### src/rtl/enc_rate_pkg.sv
`timescale 1ns/1ps
package enc_rate_pkg;
  typedef enum logic {
    DIV_IDLE = 1'b0,
    DIV_BUSY = 1'b1
  } div_state_e;
endpackage

### src/rtl/enc_period_timer.sv
`timescale 1ns/1ps
module enc_period_timer #(
  parameter int unsigned CNT_W = 24
) (
  input  logic             clk_i,
  input  logic             rst_ni,
  input  logic             clear_i,
  input  logic             tick_i,
  input  logic [CNT_W-1:0] max_period_i,
  output logic             armed_o,
  output logic             timeout_o,
  output logic [CNT_W-1:0] period_o
);
  logic [CNT_W-1:0] timer_q;
  logic             armed_q;

  always_ff @(posedge clk_i or negedge rst_ni) begin
    if (!rst_ni) begin
      timer_q <= '0;
    end else if (tick_i) begin
      timer_q <= CNT_W'(1);
    end else if (timer_q != '1) begin
      timer_q <= timer_q + CNT_W'(1);
    end
  end

  always_ff @(posedge clk_i or negedge rst_ni) begin
    if (!rst_ni) begin
      armed_q <= 1'b0;
    end else if (clear_i) begin
      armed_q <= 1'b0;
    end else if (tick_i) begin
      armed_q <= 1'b1;
    end else if (timeout_o) begin
      armed_q <= 1'b0;
    end
  end

  assign timeout_o = armed_q && (timer_q > max_period_i);
  assign armed_o   = armed_q;
  assign period_o  = timer_q;
endmodule

### src/rtl/enc_avg_window.sv
`timescale 1ns/1ps
module enc_avg_window #(
  parameter int unsigned CNT_W    = 24,
  parameter int unsigned LOG2_MAX = 4
) (
  input  logic                              clk_i,
  input  logic                              rst_ni,
  input  logic                              clear_i,
  input  logic                              push_i,
  input  logic [CNT_W-1:0]                  sample_i,
  input  logic [$clog2(LOG2_MAX+1)-1:0]     win_log2_i,
  output logic [CNT_W-1:0]                  avg_next_o,
  output logic                              full_next_o
);
  localparam int unsigned DEPTH  = 1 << LOG2_MAX;
  localparam int unsigned SUM_W  = CNT_W + LOG2_MAX;
  localparam int unsigned FILL_W = LOG2_MAX + 1;

  logic [CNT_W-1:0]    hist_q [DEPTH];
  logic [SUM_W-1:0]    sum_q;
  logic [FILL_W-1:0]   fill_q;
  logic [FILL_W-1:0]   win_n;
  logic [LOG2_MAX-1:0] evict_idx;
  logic [CNT_W-1:0]    evict;
  logic [SUM_W-1:0]    sum_next;

  assign win_n     = FILL_W'(1) << win_log2_i;
  assign evict_idx = LOG2_MAX'(win_n - FILL_W'(1));
  // entries past the window are zero after a clear, so evicting them is harmless
  assign evict     = hist_q[evict_idx];
  assign sum_next  = sum_q + SUM_W'(sample_i) - SUM_W'(evict);
  assign avg_next_o  = CNT_W'(sum_next >> win_log2_i);
  assign full_next_o = ({1'b0, fill_q} + (FILL_W+1)'(1)) >= {1'b0, win_n};

  always_ff @(posedge clk_i or negedge rst_ni) begin
    if (!rst_ni) begin
      hist_q[0] <= '0;
    end else if (clear_i) begin
      hist_q[0] <= '0;
    end else if (push_i) begin
      hist_q[0] <= sample_i;
    end
  end

  for (genvar g = 1; g < DEPTH; g++) begin : g_hist
    always_ff @(posedge clk_i or negedge rst_ni) begin
      if (!rst_ni) begin
        hist_q[g] <= '0;
      end else if (clear_i) begin
        hist_q[g] <= '0;
      end else if (push_i) begin
        hist_q[g] <= hist_q[g-1];
      end
    end
  end

  always_ff @(posedge clk_i or negedge rst_ni) begin
    if (!rst_ni) begin
      sum_q  <= '0;
      fill_q <= '0;
    end else if (clear_i) begin
      sum_q  <= '0;
      fill_q <= '0;
    end else if (push_i) begin
      sum_q <= sum_next;
      if (fill_q < win_n) fill_q <= fill_q + FILL_W'(1);
    end
  end
endmodule

### src/rtl/enc_seq_divider.sv
`timescale 1ns/1ps
module enc_seq_divider
  import enc_rate_pkg::*;
#(
  parameter int unsigned NUM_W = 24,
  parameter int unsigned DEN_W = 24
) (
  input  logic             clk_i,
  input  logic             rst_ni,
  input  logic             abort_i,
  input  logic             start_i,
  input  logic [NUM_W-1:0] num_i,
  input  logic [DEN_W-1:0] den_i,
  output logic [NUM_W-1:0] quo_o,
  output logic             done_o
);
  localparam int unsigned STEP_W = $clog2(NUM_W + 1);

  div_state_e       state_q;
  logic [STEP_W-1:0] step_q;
  logic [NUM_W-1:0] quo_q;
  logic [DEN_W:0]   rem_q;
  logic [DEN_W-1:0] den_q;
  logic             done_q;
  logic [DEN_W:0]   rem_sh;
  logic [DEN_W+1:0] diff;
  logic             fits;

  assign rem_sh = {rem_q[DEN_W-1:0], quo_q[NUM_W-1]};
  assign diff   = {1'b0, rem_sh} - {2'b00, den_q};
  assign fits   = !diff[DEN_W+1];

  always_ff @(posedge clk_i or negedge rst_ni) begin
    if (!rst_ni) begin
      state_q <= DIV_IDLE;
      step_q  <= '0;
      quo_q   <= '0;
      rem_q   <= '0;
      den_q   <= '0;
      done_q  <= 1'b0;
    end else begin
      done_q <= 1'b0;
      if (abort_i) begin
        state_q <= DIV_IDLE;
      end else if (start_i) begin
        state_q <= DIV_BUSY;
        step_q  <= STEP_W'(NUM_W);
        quo_q   <= num_i;
        rem_q   <= '0;
        den_q   <= den_i;
      end else if (state_q == DIV_BUSY) begin
        rem_q  <= fits ? diff[DEN_W:0] : rem_sh;
        quo_q  <= {quo_q[NUM_W-2:0], fits};
        step_q <= step_q - STEP_W'(1);
        if (step_q == STEP_W'(1)) begin
          state_q <= DIV_IDLE;
          done_q  <= 1'b1;
        end
      end
    end
  end

  assign quo_o  = quo_q;
  assign done_o = done_q;
endmodule

### src/rtl/enc_rate_unit.sv
`timescale 1ns/1ps
module enc_rate_unit #(
  parameter int unsigned CNT_W        = 24,
  parameter int unsigned DPC_W        = 24,
  parameter int unsigned WIN_LOG2_MAX = 4
) (
  input  logic                                clk_i,
  input  logic                                rst_ni,
  input  logic                                init_i,
  input  logic [$clog2(WIN_LOG2_MAX+1)-1:0]   win_log2_i,
  input  logic [CNT_W-1:0]                    max_period_i,
  input  logic [DPC_W-1:0]                    dist_per_cnt_i,
  input  logic                                tick_i,
  input  logic                                dir_i,
  output logic [CNT_W-1:0]                    avg_period_o,
  output logic                                stopped_o,
  output logic signed [DPC_W:0]               rate_o,
  output logic                                rate_valid_o
);
  localparam int unsigned K_W = $clog2(WIN_LOG2_MAX + 1);

  logic [K_W-1:0]   win_q;
  logic [CNT_W-1:0] max_q;
  logic [DPC_W-1:0] dpc_q;
  logic             sign_q;
  logic [CNT_W-1:0] avg_q;
  logic             stopped_q;
  logic signed [DPC_W:0] rate_q;
  logic             valid_q;

  logic             armed;
  logic             timeout;
  logic [CNT_W-1:0] period;
  logic             push;
  logic [CNT_W-1:0] avg_next;
  logic             full_next;
  logic             over_max;
  logic             accept;
  logic             win_clear;
  logic             div_abort;
  logic [DPC_W-1:0] quo;
  logic             div_done;
  logic [K_W-1:0]   win_clamped;

  assign win_clamped = (win_log2_i > K_W'(WIN_LOG2_MAX)) ? K_W'(WIN_LOG2_MAX) : win_log2_i;

  enc_period_timer #(.CNT_W(CNT_W)) u_timer (
    .clk_i        (clk_i),
    .rst_ni       (rst_ni),
    .clear_i      (init_i),
    .tick_i       (tick_i),
    .max_period_i (max_q),
    .armed_o      (armed),
    .timeout_o    (timeout),
    .period_o     (period)
  );

  assign push      = tick_i && armed && !timeout && !init_i;
  assign over_max  = avg_next > max_q;
  assign accept    = push && full_next && !over_max;
  assign win_clear = init_i || timeout || (push && full_next && over_max);
  assign div_abort = win_clear;

  enc_avg_window #(.CNT_W(CNT_W), .LOG2_MAX(WIN_LOG2_MAX)) u_window (
    .clk_i       (clk_i),
    .rst_ni      (rst_ni),
    .clear_i     (win_clear),
    .push_i      (push),
    .sample_i    (period),
    .win_log2_i  (win_q),
    .avg_next_o  (avg_next),
    .full_next_o (full_next)
  );

  enc_seq_divider #(.NUM_W(DPC_W), .DEN_W(CNT_W)) u_div (
    .clk_i   (clk_i),
    .rst_ni  (rst_ni),
    .abort_i (div_abort),
    .start_i (accept),
    .num_i   (dpc_q),
    .den_i   (avg_next),
    .quo_o   (quo),
    .done_o  (div_done)
  );

  always_ff @(posedge clk_i or negedge rst_ni) begin
    if (!rst_ni) begin
      win_q     <= '0;
      max_q     <= '0;
      dpc_q     <= '0;
      sign_q    <= 1'b0;
      avg_q     <= '0;
      stopped_q <= 1'b1;
      rate_q    <= '0;
      valid_q   <= 1'b0;
    end else begin
      valid_q <= 1'b0;
      if (init_i) begin
        win_q     <= win_clamped;
        max_q     <= max_period_i;
        dpc_q     <= dist_per_cnt_i;
        avg_q     <= '0;
        stopped_q <= 1'b1;
        rate_q    <= '0;
      end else if (timeout) begin
        stopped_q <= 1'b1;
        rate_q    <= '0;
      end else if (push && full_next) begin
        avg_q <= avg_next;
        if (over_max) begin
          stopped_q <= 1'b1;
          rate_q    <= '0;
        end else begin
          stopped_q <= 1'b0;
          sign_q    <= dir_i;
        end
      end else if (div_done) begin
        rate_q  <= sign_q ? $signed({1'b0, quo}) : -$signed({1'b0, quo});
        valid_q <= 1'b1;
      end
    end
  end

  assign avg_period_o = avg_q;
  assign stopped_o    = stopped_q;
  assign rate_o       = rate_q;
  assign rate_valid_o = valid_q;
endmodule

### config.mk
export PLATFORM = sky130hd
export DESIGN_NAME = enc_rate_unit
export DESIGN_NICKNAME = d
export VERILOG_FILES = /design/src/rtl/enc_rate_pkg.sv /design/src/rtl/enc_period_timer.sv /design/src/rtl/enc_avg_window.sv /design/src/rtl/enc_seq_divider.sv /design/src/rtl/enc_rate_unit.sv
export SDC_FILE = /design/constraint.sdc
export NUM_CORES = 1
export LEC_CHECK = 0
export BUFFER_PORTS_ARGS = -buffer_cell sky130_fd_sc_hd__buf_2
export CAP_MARGIN = 20
export CORE_MARGIN = 5
export CORE_UTILIZATION = 50
export DETAILED_ROUTE_END_ITERATION = 6
export PLACE_DENSITY_LB_ADDON = 0.2
export SYNTH_ARGS = -nofsm -noshare
export SYNTH_HDL_FRONTEND = slang
export SYNTH_HIERARCHICAL = 1
export SYNTH_SLANG_ARGS = --single-unit
### constraint.sdc
create_clock -name clk_i -period 12.06 [get_ports clk_i]
set_input_delay 0 -clock clk_i [delete_from_list [all_inputs] [get_ports clk_i]]
set_output_delay 0 -clock clk_i [all_outputs]
set_load 0.05 [all_outputs]
==> summary.md, run 1 <==
| Metric | Value |
|---|---|
| Status | `finished with violations` |
| Failing checks | `hold timing` |
| Routed wire length | `74600 um` |
| Final worst setup slack | `2030 ps` |
| DRT Pass-1 Iters | `5` |
| CP Class | `flip-flop to flip-flop` |
| Layout area overhead | `13.2%` |
| Critical path buffers and inverters | `3` |
| Lkg Pwr | `0.0167 uW` |
| CP max stage cell | `dfrtp_4` |
| Syn_nets | `3297` |
| Final hold viol count | `1` |
| Cts bufs inserted | `70` |
| CTS H-Tree Depth | `3` |
| Starting DRT DRC Count | `1613` |
| RePlAce Congestion | `0.904` |
| Crit end category | `flip-flop` |
| Post-synth EDFFs | `0` |
| Worst hold-check path type | `input pin to asynchronous set/reset pin` |
| Post-synthesis async set-or-reset flop share | `1.00` |
| CTS tree | `yes` |
| Worst hold slack | `-4.24 ps` |
| Multi-input gate area | `0.0157 sq mm` |
| Crit path cell chain | `buf_4 > mux4_2 > mux2i_1 > fa_1 > ha_1 > o211ai_1 > a21oi_1 > o41a_1 > a211oi_2 > nor2_1 > xor2_1 > mux2i_1 > mux2_2 > a211oi_1 > ha_1 > nand4_1 > nor4_1 > o311ai_1 > nand3_1 > nand3_1 > nand2_4 > buf_4 > buf_4 > nor2_1` |
| Final setup vio count | `0` |
| Design Area, Final | `0.0369 sq mm` |
| Register area share after synthesis | `0.479` |
| Slew margin rel. | `0.270` |
| Setup TNS | `0 ps` |
| Grt ovf | `0` |
| Pin count of the biggest net entering global routing | `194` |
| Layout cells sized above 1 | `0.121` |
| Mapped cell area | `0.0326 sq mm` |
| Crit Path Max Fanout | `87` |
| Req. time, crit path | `12490 ps` |
| Cell variety after synth | `95` |
| Reg with most FFs | `u_window/hist_q` |
| Most frequent cells in the layout | `dfrtp_1, nor2_1, mux2i_1, nand2_1, o21ai_0` |
| Skew final | `20.8 ps` |
| Seq. cell area | `0.0156 sq mm` |
| Ports | `107` |
| Fin cells | `4120` |
| Core ar. | `0.0645 sq mm` |
| Root Driver | `clkbuf_16` |
| CP arrival | `10460 ps` |
| Least-Margin Pin Slew | `1090 ps` |
| Max incr delay on CP | `870 ps` |
| Drt drc | `0` |
| Die Ht | `265 um` |
| Routed vias | `23000` |
| DP Area | `0.0337 sq mm` |
| Pwr dens | `171 mW/mm^2` |
| Total track usage | `0.211` |
| Final HPWL DP | `49900 um` |
| Top FF cell, synth | `dfrtp_1` |
| Vias/cell | `5.57` |
| Syn. warnings | `6` |
| Starting Density | `0.506` |
| Inst Count DP | `3920` |
| Fin nets | `3402` |
| Die X | `265 um` |
| Final number of max-transition violations | `0` |
| Max Buffers Root-to-Sink | `3` |
| Synth Instances | `3104` |
| Worst setup SP type | `flip-flop` |
| First-pass GRT wire length | `124000 um` |
| Worst-path clk slew | `60 ps` |
| Syn Area/Cell | `10.5 sq um` |
| Max reg flops | `384` |
| Setup WS pre-CTS | `2030 ps` |
| MaxCap Viol Count | `0` |
| Vias in the first global route | `23500` |
| RSZ-0062 raised after global routing | `no` |
| Commonest non-fill, non-tap cell in the layout | `dfrtp_1` |
| Avg WL per Cell | `18.1 um` |
| Crit path time final | `10030 ps` |
| Maximum VDD drop | `0.000137 V` |
| DRT antenna net count | `0` |
| Worst-Skew Late Latency | `600 ps` |
| Family with the most delay on the worst path | `simple AND/OR/NAND/NOR gates` |
| Final period util | `0.832` |
| PortBufs | `106` |
| Maximum clock rate | `0.0997 GHz` |
| Fill count | `5499` |
| Most used cell, CP | `buf_4` |
| Post-CTS Resized | `0` |
| FP Rows | `93` |
| Initial antenna violation count | `3` |
| CTS Sinks | `624` |
| FF+latch count, synth | `624` |
| Die area | `0.0704 sq mm` |
## area by class of cell
cell class,count,share of cell area
flip-flops and latches,624,0.423
clock inverters,30,0.0112
diodes,2,0.000136
multi-input cells,2180,0.426
well taps,855,0.0290
inverters,120,0.0122
repair buffers,213,0.0423
clock buffers,96,0.0554
## final timing paths
check,to,slack [ps],depth (start not counted),start
worst max-delay path,u_window/hist_q[341],2030,24,win_q[0]
worst min-delay path,avg_period_o[15],-4,2,rst_ni
worst max register to register,u_window/hist_q[341],2030,24,win_q[0]
worst min register to register,rate_o[11],500,1,rate_o[11]
max in group asynchronous,u_window/hist_q[168],9380,6,rst_ni
min in group clk_i,max_q[0],170,3,max_period_i[0]
## through the flow
step           power, uW   util
2_1_floorplan       3600      -
3_3_place_gp        4020  0.523
3_5_place_dp        4060  0.523
4_1_cts             6350  0.572
5_1_grt             6640  0.572
6_report            6300  0.572
## cells in the mapped netlist, types with 14 or more instances
cell	count	share of area
a22o_1	14	0.0038
a211oi_1	23	0.0053
nor3_1	29	0.0045
nand4_1	26	0.0050
clkbuf_1	112	0.013
xnor2_1	48	0.013
fa_1	25	0.015
nor2b_1	14	0.0027
a21oi_1	106	0.016
dfrtp_1	623	0.48
ha_1	112	0.043
xor2_1	38	0.010
o21ai_0	140	0.021
nor2_1	534	0.062
nand3_1	30	0.0046
buf_1	41	0.0047
mux2_2	49	0.017
nand2_1	214	0.025
mux2i_1	485	0.15
nand3b_1	26	0.0060
a21o_1	15	0.0035
inv_1	118	0.014
mux4_2	24	0.017
## power breakdown
part           switching (uW)  internal [uW]  total [uW]
Sequential               86.6           2200        2290
Combinational            1130            647        1770
Clock                     852           1380        2240
## logic make-up (layout without fill, tap and decap cells)
group / Yosys count / count (layout) / share of synthesized area
buf+inv: 300 / 459 / 0.0389
fa+ha+maj: 137 / 137 / 0.0584
xor+xnor: 89 / 89 / 0.0246
compound gates: 429 / 429 / 0.0845
simple gates: 967 / 967 / 0.132
other cells: 0 / 2 / 0
flops: 624 / 624 / 0.479
mux: 558 / 558 / 0.182
## metal layers
metal / global-route usage / vias to the layer above / routed length [um]
met5: 0 / - / 19
met2: 0.334 / 469 / 34400
met1: 0.299 / 11400 / 34400
met3: 0.0371 / 135 / 3600
met4: 0.0662 / 2 / 2220
li1: - / 11000 / -
## worst register-to-register path, stage by stage (launching register included)
cell      delay [ps]
dfrtp_4          870
buf_4            530
mux4_2           560
mux2i_1          250
fa_1             500
ha_1             430
o211ai_1         130
a21oi_1          110
o41a_1           470
a211oi_2         370
nor2_1            90
xor2_1           270
mux2i_1          160
mux2_2           310
a211oi_1         640
ha_1             230
nand4_1          150
nor4_1           730
o311ai_1         230
nand3_1          270
nand3_1          200
nand2_4          620
buf_4            690
buf_4            880
nor2_1           170
## timing repair
action / 4_1_cts / 5_1_grt
setup buffers: 0 / 0
hold buffers: 71 / 0
hold endpoints to repair: 183 / 0
(Power assumes the default switching activity.)
==> run 2: changes to the inputs <==
==> constraint.sdc (replaced) <==
create_clock -name clk_i -period 8.65 [get_ports clk_i]
set_input_delay 0 -clock clk_i [delete_from_list [all_inputs] [get_ports clk_i]]
set_output_delay 0 -clock clk_i [all_outputs]
set_load 0.05 [all_outputs]
==> run 2 against run 1 <==
  * The flow now finishes without violations
  * Total power is 39% higher
  * Critical path depth grew 3
  * Largest power group unchanged
  * Highest routed layer is now met4
  * Sequential share of layout area increased by 0.060 points
  * Via count increased by 0.61%
  * First-iteration DRC count grew 3.2%
  * Non-clock buffer count decreased by 1
  * Wire length rose by 0.45%
==> summary.md, run 2 (synthesis gave the netlist of run 1 again) <==
| Metric | Value |
|---|---|
| Final number of max-transition violations | `0 (unchanged)` |
| Vias in the first global route | `23100 (-1.7%)` |
| Routed vias | `23100 (+0.61%)` |
| First-pass GRT wire length | `123000 um (-0.37%)` |
| FP Rows | `93 (unchanged)` |
| Max Buffers Root-to-Sink | `3 (unchanged)` |
| Layout cells sized above 1 | `0.123 (+0.00168)` |
| Starting DRT DRC Count | `1665 (+3.2%)` |
| Crit end category | `flip-flop` |
| Maximum clock rate | `0.123 GHz (+23%)` |
| Starting Density | `0.506 (unchanged)` |
| Int Power | `5880 uW (+39%)` |
| Crit Path Max Fanout | `46 (-47%)` |
| Final Util | `0.572 (-0.000815)` |
| Final Power | `8760 uW (+39%)` |
| Cts bufs inserted | `69 (-1.4%)` |
| Worst-path clk slew | `60 ps (about the same)` |
| Setup TNS | `0 ps (unchanged)` |
| Fin nets | `3400 (-0.059%)` |
| Reg with most FFs | `u_window/hist_q` |
| Final hold viol count | `0 (-1)` |
| CP Class | `flip-flop to flip-flop` |
| RSZ-0062 raised after global routing | `no` |
| Slew margin rel. | `0.258 (-0.0118)` |
| Core ar. | `0.0645 sq mm (unchanged)` |
| RePlAce Congestion | `0.863 (-4.5%)` |
| Worst-Skew Late Latency | `610 ps (about the same)` |
| Worst hold-check path type | `input pin to asynchronous set/reset pin` |
| Comb power frac | `0.288 (+0.006)` |
| Worst reg2reg startpoint | `win_q[0]` |
| Crit path time final | `8120 ps (-1910 ps)` |
| Crit path to | `u_div/rem_q[21]` |
| Routed wire length | `74900 um (+0.45%)` |
| Drt drc | `0 (unchanged)` |
| CP arrival | `8660 ps (-1800 ps)` |
| Layout area overhead | `13.0%` |
| Final setup vio count | `0 (unchanged)` |
| Pin count of the biggest net entering global routing | `188 (-3.1%)` |
| R2R depth | `27 (+13%)` |
| PortBufs | `106 (unchanged)` |
| Seq pwr share | `0.363 (about the same)` |
| Max reg flops | `384 (unchanged)` |
| Root Driver | `clkbuf_16` |
| Die area | `0.0704 sq mm (unchanged)` |
| Final HPWL DP | `50900 um (+2.0%)` |
| Ports | `107 (unchanged)` |
| Lkg Pwr | `0.0167 uW (about the same)` |
| R2r setup slk | `530 ps (-1500 ps)` |
| Vias/cell | `5.62 (+0.74%)` |
| Switch share | `0.328 (+0.000433)` |
| DRT Pass-1 Iters | `5 (unchanged)` |
| CTS Sinks | `624 (unchanged)` |
| Worst setup SP type | `flip-flop` |
| Net Sw Power | `2870 uW (+39%)` |
| Die X | `265 um (unchanged)` |
| Skew final | `23.8 ps (+3.07 ps)` |
| Commonest non-fill, non-tap cell in the layout | `dfrtp_1` |
| CP startpoint | `win_q[0]` |
| DRT antenna net count | `0 (unchanged)` |
| Least-Margin Pin Slew | `1110 ps (+17.8 ps)` |
| Final period util | `0.939 (+0.107)` |
| Grt ovf | `0 (unchanged)` |
| Clock Power Share | `0.349 (-0.006)` |
| Die Ht | `265 um (unchanged)` |
| Avg WL per Cell | `18.2 um (+0.57%)` |
| Post-CTS Setup Inserts | `0 (unchanged)` |
| Req. time, crit path | `9180 ps (-3310 ps)` |
| Pwr dens | `238 mW/mm^2 (+39%)` |
| CTS H-Tree Depth | `3 (unchanged)` |
| Total track usage | `0.210 (-0.000680)` |
| Initial antenna violation count | `0 (-3)` |
| MaxCap Viol Count | `0 (unchanged)` |
| Most frequent cells in the layout | `dfrtp_1, nor2_1, mux2i_1, nand2_1, o21ai_0` |
| Status | `complete, no violations` |
| CTS tree | `yes` |
| Worst R2R End | `u_div/rem_q[21]` |
| Maximum VDD drop | `0.000148 V (+7.9%)` |
==> run 2: repair_timing <==
action / 4_1_cts / 5_1_grt
endpoints found under the setup margin: 0 / 24
resized for setup: 0 / 1
hold buffers: 55 / 0
hold endpoints to repair: 180 / 0
==> run 2: worst max-delay path, cell delays in order (launching register included) <==
cell	delay [ps]
dfrtp_4	660
buf_12	340
mux4_2	540
mux2i_1	190
fa_1	450
ha_1	460
a21oi_1	180
o21ai_1	250
a41oi_1	120
or3_1	410
o21ai_1	170
o211ai_1	150
xnor2_2	430
o22ai_1	150
nor3_1	510
ha_1	370
nand4_1	170
nor4_1	90
buf_4	150
o311ai_1	130
nand3_1	360
nand3_1	260
nand2_4	90
nand2b_1	200
or2_2	330
or2_1	420
a211oi_1	280
a21o_1	150
==> run 2: per-stage QoR <==
stage	std cells	setup WS, ps	hold WS (ps)	area [sq um]
2_1_floorplan	3104	1630	-296	32600
3_3_place_gp	3935	678	96.2	33900
3_5_place_dp	3935	651	114	33900
4_1_cts	4113	543	98.7	36800
5_1_grt	4114	21.2	152	36800
6_report	4115	527	62.4	36800
==> run 2: area by class of cell <==
type / instances / area [sq um]
clock buffers: 105 / 2090
repair buffers: 212 / 1570
fillers: 5494 / 27600
inverters: 120 / 450
multi-input cells: 2180 / 15700
well taps: 855 / 1070
clock inverters: 18 / 305
flip-flops and latches: 624 / 15600
diodes: 1 / 2.50
==> run 2: routing by layer <==
metal,track usage,vias to the layer above,wire [um]
met4,0.0631,0,2000
li1,-,11000,-
met1,0.298,11500,34400
met5,0,-,0
met2,0.343,480,35700
met3,0.0251,124,2880
==> run 2: power by group through the flow <==
stage	Sequential [uW]	Combinational (uW)	Clock, uW
4_1_cts	3180	2510	3140
3_5_place_dp	3230	2470	0
2_1_floorplan	3320	1700	0
5_1_grt	3200	2770	3260
6_report	3180	2520	3050
3_3_place_gp	3230	2440	0
==> run 2: worst min path at each step <==
stage | endpoint | slack [ps] | cells past startpoint
floorplan | avg_period_o[0] | -300 | 0
CTS | avg_period_o[16] | 100 | 2
global route | max_q[0] | 150 | 3
finish | avg_period_o[16] | 60 | 2
detailed placement | avg_period_o[16] | 110 | 1
global placement | avg_period_o[16] | 100 | 1
==> run 3: changes to the inputs <==
--- a/config.mk
+++ b/config.mk
@@ -8,7 +8,7 @@
 export BUFFER_PORTS_ARGS = -buffer_cell sky130_fd_sc_hd__buf_2
 export CAP_MARGIN = 20
 export CORE_MARGIN = 5
-export CORE_UTILIZATION = 50
+export CORE_UTILIZATION = 45
 export DETAILED_ROUTE_END_ITERATION = 6
 export PLACE_DENSITY_LB_ADDON = 0.2
 export SYNTH_ARGS = -nofsm -noshare
==> constraint.sdc (replaced) <==
create_clock -name clk_i -period 7 [get_ports clk_i]
set_input_delay 0 -clock clk_i [delete_from_list [all_inputs] [get_ports clk_i]]
set_output_delay 0 -clock clk_i [all_outputs]
set_load 0.05 [all_outputs]
==> run 3 against run 2 <==
  * Worst setup slack got worse by 320 ps
  * Clock skew rose by 2.7 ps
  * Combinational power grew 60%
  * Total power is 33% higher
  * Die area is 11% higher
  * Highest routed layer is now met5
  * Critical path type unchanged
  * Largest power group is now combinational logic
  * Via count grew 3.1%
  * Critical endpoint unchanged
  * Sequential power grew 23%
  * Core utilization shrank 2.8 points
  * Clock-buffer cell count decreased by 5
  * Critical path depth is 2 higher
  * Design area is 5.6% higher
==> summary.md, run 3 (synthesis gave the netlist of run 1 again) <==
| Metric | Value |
|---|---|
| Status | `complete, no violations` |
| Pwr dens | `299 mW/mm^2 (+26%)` |
| Worst hold-check path type | `input pin to flip-flop` |
| Most frequent cells in the layout | `dfrtp_1, nor2_1, mux2i_1, nand2_1, buf_4` |
| Ports | `107 (unchanged)` |
| RePlAce Congestion | `0.893 (+3.4%)` |
| Layout area overhead | `19.3%` |
| RSZ-0062 raised after global routing | `yes` |
| Initial antenna violation count | `1 (+1)` |
| Fin cells | `4370 (+6.2%)` |
| Routed wire length | `82200 um (+9.7%)` |
| Design Area, Final | `0.0389 sq mm (+5.6%)` |
| Avg WL per Cell | `18.8 um (+3.3%)` |
| Die Ht | `279 um (+5.2%)` |
| Final worst setup slack | `206 ps (-321 ps)` |
| Maximum clock rate | `0.147 GHz (+20%)` |
| DRT Pass-1 Iters | `6 (+1)` |
| Final setup vio count | `0 (unchanged)` |
| Maximum VDD drop | `0.000222 V (+50%)` |
| DP Area | `0.0351 sq mm (+3.7%)` |
| MaxCap Viol Count | `0 (unchanged)` |
| Max reg flops | `384 (unchanged)` |
| Die X | `279 um (+5.2%)` |
| Skew final | `26.6 ps (+2.72 ps)` |
| Vias/cell | `5.45 (-3.0%)` |
| Most used cell, CP | `buf_4` |
| Core ar. | `0.0716 sq mm (+11%)` |
| CP arrival | `7340 ps (-1320 ps)` |
| Crit path time final | `6790 ps (-1330 ps)` |
| CTS tree | `yes` |
| Worst-path clk slew | `60 ps (about the same)` |
| CTS H-Tree Depth | `3 (unchanged)` |
| Grt ovf | `0 (unchanged)` |
| Reg with most FFs | `u_window/hist_q` |
| Drt drc | `0 (unchanged)` |
| FP Rows | `98 (+5.4%)` |
| Crit end category | `flip-flop` |
| Root Driver | `clkbuf_16` |
| Crit Path Max Fanout | `14 (-70%)` |
| CP Class | `flip-flop to flip-flop` |
| Total track usage | `0.206 (-0.00421)` |
| CTS Sinks | `624 (unchanged)` |
| Starting DRT DRC Count | `1653 (-0.72%)` |
| Req. time, crit path | `7550 ps (-1630 ps)` |
| Least-Margin Pin Slew | `1080 ps (-31.7 ps)` |
| Fin nets | `3563 (+4.8%)` |
| Cts bufs inserted | `71 (+2.9%)` |
| Starting Density | `0.455 (-0.0504)` |
| Final number of max-transition violations | `0 (unchanged)` |
| CP max stage cell | `fa_1` |
| Commonest non-fill, non-tap cell in the layout | `dfrtp_1` |
| Inst Count DP | `4159 (+5.7%)` |
| Vias in the first global route | `24200 (+4.7%)` |
| Final period util | `0.971 (+0.0315)` |
| PortBufs | `106 (unchanged)` |
| Final HPWL DP | `56000 um (+10%)` |
| Max incr delay on CP | `560 ps (-100 ps)` |
| Pin count of the biggest net entering global routing | `193 (+2.7%)` |
| Die area | `0.0779 sq mm (+11%)` |
| Final hold viol count | `0 (unchanged)` |
| Worst setup SP type | `flip-flop` |
| Setup WS pre-CTS | `-405 ps (-1060 ps)` |
| DRT antenna net count | `0 (unchanged)` |
| Worst-Skew Late Latency | `620 ps (about the same)` |
| Routed vias | `23800 (+3.1%)` |
| Worst hold slack | `78.1 ps (+15.6 ps)` |
| Lkg Pwr | `0.0175 uW (+5.2%)` |
| First-pass GRT wire length | `131000 um (+6.7%)` |
| Max Buffers Root-to-Sink | `3 (unchanged)` |
| Slew margin rel. | `0.279 (+0.0211)` |
| Final Util | `0.543 (-0.0284)` |
| Layout cells sized above 1 | `0.185 (+0.0618)` |
| # diodes | `0 (-1)` |
run 3: changes by cell type in the layout (fill, tap and decap cells not counted), moves of 6 or more:
cell	before	now
a21oi_1	105	95
a21oi_2	4	13
buf_12	7	22
buf_4	42	168
dlygate4sd3_1	55	70
ha_1	112	97
ha_2	0	6
ha_4	0	9
mux2i_1	485	462
mux2i_2	0	18
o21ai_0	140	131
o21ai_2	3	9
run 3: where the power goes:
| part | internal, uW | total, uW | switching [uW] | leakage [uW] |
|---|---|---|---|---|
| Sequential | 3790 | 3920 | 128 | 0.00851 |
| Combinational | 1750 | 4040 | 2290 | 0.00788 |
| Clock | 2170 | 3670 | 1500 | 0.00114 |
run 3: routing by layer:
metal  up-vias  global-route usage  part of all wire
li1      11300                   -                 -
met1     11800               0.287              0.46
met2       548               0.333              0.47
met3       157              0.0306             0.044
met4         2              0.0704             0.033
met5         -                   0           0.00012
run 3: stage by stage:
step | TNS [ps] | power (uW)
final | 0 | 11600
after global routing | -294 | 12200
after CTS | -4.16 | 11500
after detailed placement | -32530 | 7630
after floorplan | 0 | 6200
after global placement | -30460 | 7580
run 3: worst paths after layout:
check / startpoint / end / slack (ps) / cells after the start
hold reg to reg: rate_o[15] / rate_o[15] / 500 / 1
hold / removal: init_i / stopped_o / 80 / 3
setup / recovery: win_q[0] / u_div/rem_q[21] / 210 / 29
min in group asynchronous: rst_ni / u_div/den_q[12] / 90 / 3
setup reg to reg: win_q[0] / u_div/rem_q[21] / 210 / 29
max in group asynchronous: rst_ni / u_window/hist_q[146] / 5480 / 4
run 3: repair_timing:
item,in CTS,in global routing
gates resized for setup,25,93
endpoints found under the hold margin,194,0
setup endpoints to repair,473,474
gates cloned,0,2
hold buffers,71,0
pin swaps,5,33
buffers inserted,1,13
run 3: final cells by class:
class	instances	area [sq um]
multi-input cells	2181	16300
fillers	6329	32700
repair buffers	372	3070
clock buffers	100	2020
well taps	950	1190
inverters	120	450
clock inverters	23	290
flip-flops and latches	624	15600
run 3: critical path: cells and delay by family, from the launching register on:
family / cells / cell delay, ps
and+or+nand+nor: 9 / 1570
muxes: 3 / 560
buffers and inverters: 4 / 630
xor gates and xnor gates: 1 / 200
DFF: 1 / 540
adders and majority gates: 3 / 1170
AOI/OAI and AO/OA: 9 / 2070
